--- src/rtl/pzc_pkg.sv ---
package pzc_pkg;
  localparam int B_CLKEN  = 0;
  localparam int B_RSTREL = 1;
  localparam int B_MEMPWR = 4;
  localparam int B_SWITCH = 5;
  localparam int B_ISO    = 6;
  localparam int B_MANUAL = 7;
  localparam int B_DNREQ  = 9;
  localparam int B_UPREQ  = 10;
  localparam int B_BLKRST = 12;
  localparam int S_OFF    = 25;
  localparam int S_ON     = 26;
  localparam int S_GATE   = 28;
  localparam int S_MEM    = 29;
  localparam int S_RST    = 31;

  localparam logic [31:0] CTRL_MASK = (32'd1 << B_CLKEN) | (32'd1 << B_RSTREL) |
                                      (32'd1 << B_MEMPWR) | (32'd1 << B_SWITCH) |
                                      (32'd1 << B_ISO) | (32'd1 << B_MANUAL) |
                                      (32'd1 << B_DNREQ) | (32'd1 << B_UPREQ) |
                                      (32'd1 << B_BLKRST);

  typedef struct packed {
    logic clk_en;
    logic rst_n;
    logic iso;
    logic mem_pwr;
    logic pwr_sw;
  } core_drv_t;

  // index of each settled status inside the status vector
  localparam int ST_MEM  = 0;
  localparam int ST_GATE = 1;
  localparam int ST_RST  = 2;
  localparam int N_ST    = 3;
endpackage

--- src/rtl/pzc_ctrl_reg.sv ---
module pzc_ctrl_reg
  import pzc_pkg::*;
(
  input  logic        clk,
  input  logic        rst_n,
  input  logic        wr_en,
  input  logic [31:0] wr_data,
  output logic [31:0] ctrl_q,
  output core_drv_t   drv
);
  logic manual;

  always_ff @(posedge clk) begin
    if (!rst_n)     ctrl_q <= '0;
    else if (wr_en) ctrl_q <= wr_data & CTRL_MASK;
  end

  always_comb begin
    manual      = ctrl_q[B_MANUAL];
    drv.clk_en  = manual & ctrl_q[B_CLKEN];
    drv.rst_n   = manual & ctrl_q[B_RSTREL] & ~ctrl_q[B_BLKRST];
    drv.iso     = ~manual | ctrl_q[B_ISO];
    drv.mem_pwr = manual & ctrl_q[B_MEMPWR];
    drv.pwr_sw  = manual & ctrl_q[B_SWITCH];
  end

  AST_NO_RESERVED_STORED: assert property (@(posedge clk) disable iff (!rst_n)
    wr_en |=> ((ctrl_q & ~CTRL_MASK) == 32'd0));
  AST_BLKRST_HOLDS: assert property (@(posedge clk) disable iff (!rst_n)
    (wr_en && wr_data[B_BLKRST]) |=> !drv.rst_n);
endmodule

--- src/rtl/pzc_settle.sv ---
module pzc_settle #(
  parameter int   DELAY = 16,
  parameter logic INIT  = 1'b0
) (
  input  logic clk,
  input  logic rst_n,
  input  logic tgt,
  output logic st
);
  localparam int CW = $clog2(DELAY + 1);
  localparam logic [CW-1:0] LAST = CW'(DELAY - 1);

  logic [CW-1:0] cnt;

  always_ff @(posedge clk) begin
    if (!rst_n) begin
      st  <= INIT;
      cnt <= '0;
    end else if (tgt == st) begin
      cnt <= '0;
    end else if (cnt == LAST) begin
      st  <= tgt;
      cnt <= '0;
    end else begin
      cnt <= cnt + 1'b1;
    end
  end

  AST_CNT_BOUND: assert property (@(posedge clk) disable iff (!rst_n)
    cnt <= LAST);
  AST_EARLY_HOLD: assert property (@(posedge clk) disable iff (!rst_n)
    (cnt != LAST) |=> $stable(st));
endmodule

--- src/rtl/pzc_status.sv ---
module pzc_status
  import pzc_pkg::*;
#(
  parameter int SETTLE_CYC = 16
) (
  input  logic        clk,
  input  logic        rst_n,
  input  core_drv_t   drv,
  output logic [31:0] stat_word
);
  localparam logic [N_ST-1:0] INITS = N_ST'(1) << ST_RST;

  logic [N_ST-1:0] tgt;
  logic [N_ST-1:0] st;

  always_comb begin
    tgt[ST_MEM]  = drv.mem_pwr;
    // gate needs clock enable to come up, then holds until the switch drops
    tgt[ST_GATE] = drv.pwr_sw & (drv.clk_en | st[ST_GATE]);
    tgt[ST_RST]  = ~drv.rst_n;
  end

  for (genvar i = 0; i < N_ST; i++) begin : g_settle
    pzc_settle #(.DELAY(SETTLE_CYC), .INIT(INITS[i])) u_settle (
      .clk  (clk),
      .rst_n(rst_n),
      .tgt  (tgt[i]),
      .st   (st[i])
    );
  end

  always_comb begin
    stat_word         = '0;
    stat_word[S_RST]  = st[ST_RST];
    stat_word[S_MEM]  = st[ST_MEM];
    stat_word[S_GATE] = st[ST_GATE];
    stat_word[S_ON]   = st[ST_GATE] & st[ST_MEM];
    stat_word[S_OFF]  = ~st[ST_GATE] & ~st[ST_MEM];
  end

  AST_GATE_NEEDS_SWITCH: assert property (@(posedge clk) disable iff (!rst_n)
    $rose(st[ST_GATE]) |-> $past(drv.pwr_sw));
  AST_GATE_NEEDS_CLKEN: assert property (@(posedge clk) disable iff (!rst_n)
    $rose(st[ST_GATE]) |-> $past(drv.clk_en));
  AST_RST_FOLLOWS_LINE: assert property (@(posedge clk) disable iff (!rst_n)
    $fell(st[ST_RST]) |-> $past(drv.rst_n));
endmodule

--- src/rtl/pwr_zone_ctrl.sv ---
module pwr_zone_ctrl
  import pzc_pkg::*;
#(
  parameter int SETTLE_CYC = 16
) (
  input  logic        clk,
  input  logic        rst_n,
  input  logic        wr_en,
  input  logic [31:0] wr_data,
  output logic [31:0] rd_data,
  output logic        core_clk_en,
  output logic        core_rst_n,
  output logic        core_iso,
  output logic        core_mem_pwr,
  output logic        core_pwr_sw
);
  logic [31:0] ctrl_q;
  logic [31:0] stat_word;
  core_drv_t   drv;

  pzc_ctrl_reg u_ctrl (
    .clk    (clk),
    .rst_n  (rst_n),
    .wr_en  (wr_en),
    .wr_data(wr_data),
    .ctrl_q (ctrl_q),
    .drv    (drv)
  );

  pzc_status #(.SETTLE_CYC(SETTLE_CYC)) u_stat (
    .clk      (clk),
    .rst_n    (rst_n),
    .drv      (drv),
    .stat_word(stat_word)
  );

  assign rd_data      = ctrl_q | stat_word;
  assign core_clk_en  = drv.clk_en;
  assign core_rst_n   = drv.rst_n;
  assign core_iso     = drv.iso;
  assign core_mem_pwr = drv.mem_pwr;
  assign core_pwr_sw  = drv.pwr_sw;

  AST_AUTO_SAFE: assert property (@(posedge clk) disable iff (!rst_n)
    !rd_data[B_MANUAL] |-> (core_iso && !core_clk_en && !core_rst_n &&
                            !core_mem_pwr && !core_pwr_sw));
  AST_ON_OFF_EXCL: assert property (@(posedge clk) disable iff (!rst_n)
    !(rd_data[S_ON] && rd_data[S_OFF]));
  AST_RESERVED_ZERO: assert property (@(posedge clk) disable iff (!rst_n)
    (rd_data & ~(CTRL_MASK | 32'hB600_0000)) == 32'd0);
endmodule

--- config.mk ---
export PLATFORM = sky130hd
export DESIGN_NAME = pwr_zone_ctrl
export DESIGN_NICKNAME = d
export VERILOG_FILES = /design/src/rtl/pzc_pkg.sv /design/src/rtl/pzc_ctrl_reg.sv /design/src/rtl/pzc_settle.sv /design/src/rtl/pzc_status.sv /design/src/rtl/pwr_zone_ctrl.sv
export SDC_FILE = /design/constraint.sdc
export NUM_CORES = 1
export LEC_CHECK = 0
export BUFFER_PORTS_ARGS = -buffer_cell sky130_fd_sc_hd__buf_2
export CAP_MARGIN = 0
export CORE_ASPECT_RATIO = 0.6
export CORE_MARGIN = 2
export CORE_UTILIZATION = 39
export CTS_CLUSTER_SIZE = 20
export DETAILED_ROUTE_END_ITERATION = 10
export GPL_TIMING_DRIVEN = 1
export PLACE_DENSITY = 0.77
export SLEW_MARGIN = 20
export SYNTH_ARGS = -nofsm -noshare
export SYNTH_HDL_FRONTEND = slang
export SYNTH_SLANG_ARGS = --single-unit
export TNS_END_PERCENT = 20
--- constraint.sdc ---
create_clock -name clk -period 1.4 [get_ports clk]
set_clock_uncertainty 0.1 [all_clocks]
set_input_delay 0.28 -clock clk [delete_from_list [all_inputs] [get_ports clk]]
set_output_delay 0.28 -clock clk [all_outputs]
set_load 0.05 [all_outputs]
==> out/results.ini <==
[die]
chipHeight_microns=48.0
core_sq_um=2970
io_pins=72
rows=15
initial_core_util_pct=42.5
dieArea_sq_um=3720
die_w_microns=77.4

[final_layout]
layout-drive-gt1-share_pct=48.6
fin_area_sq_um=1730
layout_commonest_cell=nor2_1
area_growth_pct=37.1
nFillCells=264
fin_nets=219
n_antenna_cell=0
final_cell_mix=nor2_1 (24), buf_2 (23), conb_1 (18)

[sta]
fmax_mhz=674
timing.final.ws_setup_ps=-84.4
setup_viol=10
rsz0062_at_grt=true
min_period_over_period_pct=106
period_minus_slack_ps=1480
hold_viol_final=0
finalMaxSlewViolations=0

[critical_path]
reg2regPathDepth=6
path_class=reg -> reg
cp.required_ps=1460
cp.arrival_ps=1550
endpoint=u_stat.g_settle[2].u_settle.cnt[4]
r2r-start=u_stat.g_settle[2].u_settle.cnt[1]
reg2reg_to=u_stat.g_settle[2].u_settle.cnt[4]
reg2reg_slack_ps=-80
path_max_fanout=5
crit_start=u_stat.g_settle[2].u_settle.cnt[1]
crit_path_start_kind=flip-flop
endpoint_kind=flip-flop

[yosys]
ys_ff_latch=27
yosys.area.top_type=dfxtp_1
async_flop_share_pct=0
ys.flop_type=dfxtp_1
syn_area_sq_um=1260
syn_avg_cell_area_sq_um=9.40
yosysTopAreaCellShare_pct=42.9
ys_warn_count=0
ys_top_cells_by_area=dfxtp_1 (43%), buf_4 (13%), nor2_1 (8.0%)
synthDistinctLibCells=27
synth-seq-area-share_pct=42.9
synth_enable_flop_cells=0
synthCells=134

[global_routing]
antenna_found_initial=0
gr-total-overflow=0
grt_pass1_wl_microns=3870
grt_usage_pct=13.9
grt_max_degree=17
first_global_vias=831

[job]
cap_viol_max_count=0

[power_and_ir_drop]
powerDensity_nw_per_um2=880
power.leakage_nw=0.765
power_mw=1.52
peakVddDrop_mv=0.480

[clock_network]
cts.sinks=27
cts_buffer_depth=2
root_buffer=clkbuf_8
h-tree-depth=1
clk_latency_ps=270
path_clk_slew_ps=80
cts_buffers=3
cts_tree=yes

[routing]
antenna_left=0
drt_iter0_drc=73
dr.pass1.iters=4
route.detailed.drc=0
via_per_inst=4.30
wl_per_cell_microns=10.9
drt-total-wl_microns=2390
num_vias=941

[status]
violations=negative setup slack
outcome=finished, violations left

[place]
portBuffers=30
gp_congestion=0.710
dp_slack_ps=-111
hpwl_microns=1650
placed_cell_area_sq_um=1480

[worst_hold_path]
hp-class=in -> reg

-- report_power, final --
| group | internal (mW) | switching (mW) |
|---|---|---|
| registers | 0.781 | 0.0157 |
| logic | 0.0632 | 0.218 |
| clock network | 0.202 | 0.241 |
-- metal layers --
layer  global-route usage [%]  vias to the layer above  share of wire (%)
li1                         -                      484                  -
met1                     17.0                      433                 44
met2                     24.9                       24                 51
met3                     5.09                        0                5.2
met4                     2.14                        0                  0
met5                        0                        -                  0
-- Yosys cell counts, types with 2 or more instances --
cell	count
xor2_1	3
and2_1	3
a211o_1	2
mux2i_1	10
buf_4	21
nor2_1	27
nand3_1	3
ha_1	6
nand2b_1	2
xnor2_1	3
inv_1	8
a21oi_1	2
and3_1	3
and3b_1	2
dfxtp_1	27
-- cells by family (layout without fill, tap and decap cells) --
group           after synthesis  in the layout  synth area share, %
compound gates                7              7                 4.37
xor+xnor                      6              6                 4.17
fa+ha+maj                     6              6                 5.96
buf+inv                      32             58                 16.5
flops                        27             27                 42.9
mux                          11             11                 9.04
other cells                   1             18                0.298
simple gates                 44             44                 16.8
-- critical path, cell delays in order (launching register included) --
cell,delay [ps]
dfxtp_2,360
ha_4,140
and3_4,170
ha_4,130
and3b_2,220
mux2i_4,200
nor2_1,70
-- what timing repair did --
action | 4_1_cts | 5_1_grt
hold buffers | 0 | 0
endpoints found under the setup margin | 23 | 26
pin swaps | 8 | 4
gates cloned | 0 | 0
endpoints found under the hold margin | 0 | 0
gates resized for setup | 32 | 14
buffers inserted | 4 | 1
-- through the flow --
stage	setup TNS (ps)	util, %	instances	hold WS (ps)
5_1_grt	-1410	58.3	219	118
3_3_place_gp	-1210	49.7	210	376
6_report	-507	58.3	219	116
2_1_floorplan	-949	-	151	253
4_1_cts	-433	55.9	218	115
3_5_place_dp	-1460	49.7	210	384
-- flip-flops by register name (all words and copies together), names as in the netlist --
| signal | flops |
|---|---|
| u_stat.g_settle.u_settle.cnt | 15 |
| u_stat.g_settle.u_settle.st | 3 |
| u_ctrl.ctrl_q | 9 |
-- worst min path at each step --
stage / start / to / slack (ps) / depth (start not counted)
after global placement: u_ctrl.ctrl_q[12] / u_ctrl.ctrl_q[12] / 380 / 2
after global routing: rst_n / u_stat.g_settle[2].u_settle.st / 120 / 2
after CTS: rst_n / u_stat.g_settle[2].u_settle.st / 120 / 2
final: rst_n / u_stat.g_settle[2].u_settle.st / 120 / 2
after floorplan: rst_n / u_stat.g_settle[2].u_settle.st / 250 / 1
after detailed placement: u_ctrl.ctrl_q[12] / u_ctrl.ctrl_q[12] / 380 / 2
-- layout make-up --
type                    instances  area (sq um)  area share, %
multi-input cells              92           709           41.1
flip-flops and latches         27           566           32.7
repair buffers                 46           322           18.6
well taps                      42          52.6           3.04
clock buffers                   3          41.3           2.39
inverters                       8          30.0           1.74
clock inverters                 1          7.51          0.434
No activity file was read; power rests on OpenSTA's default activity.
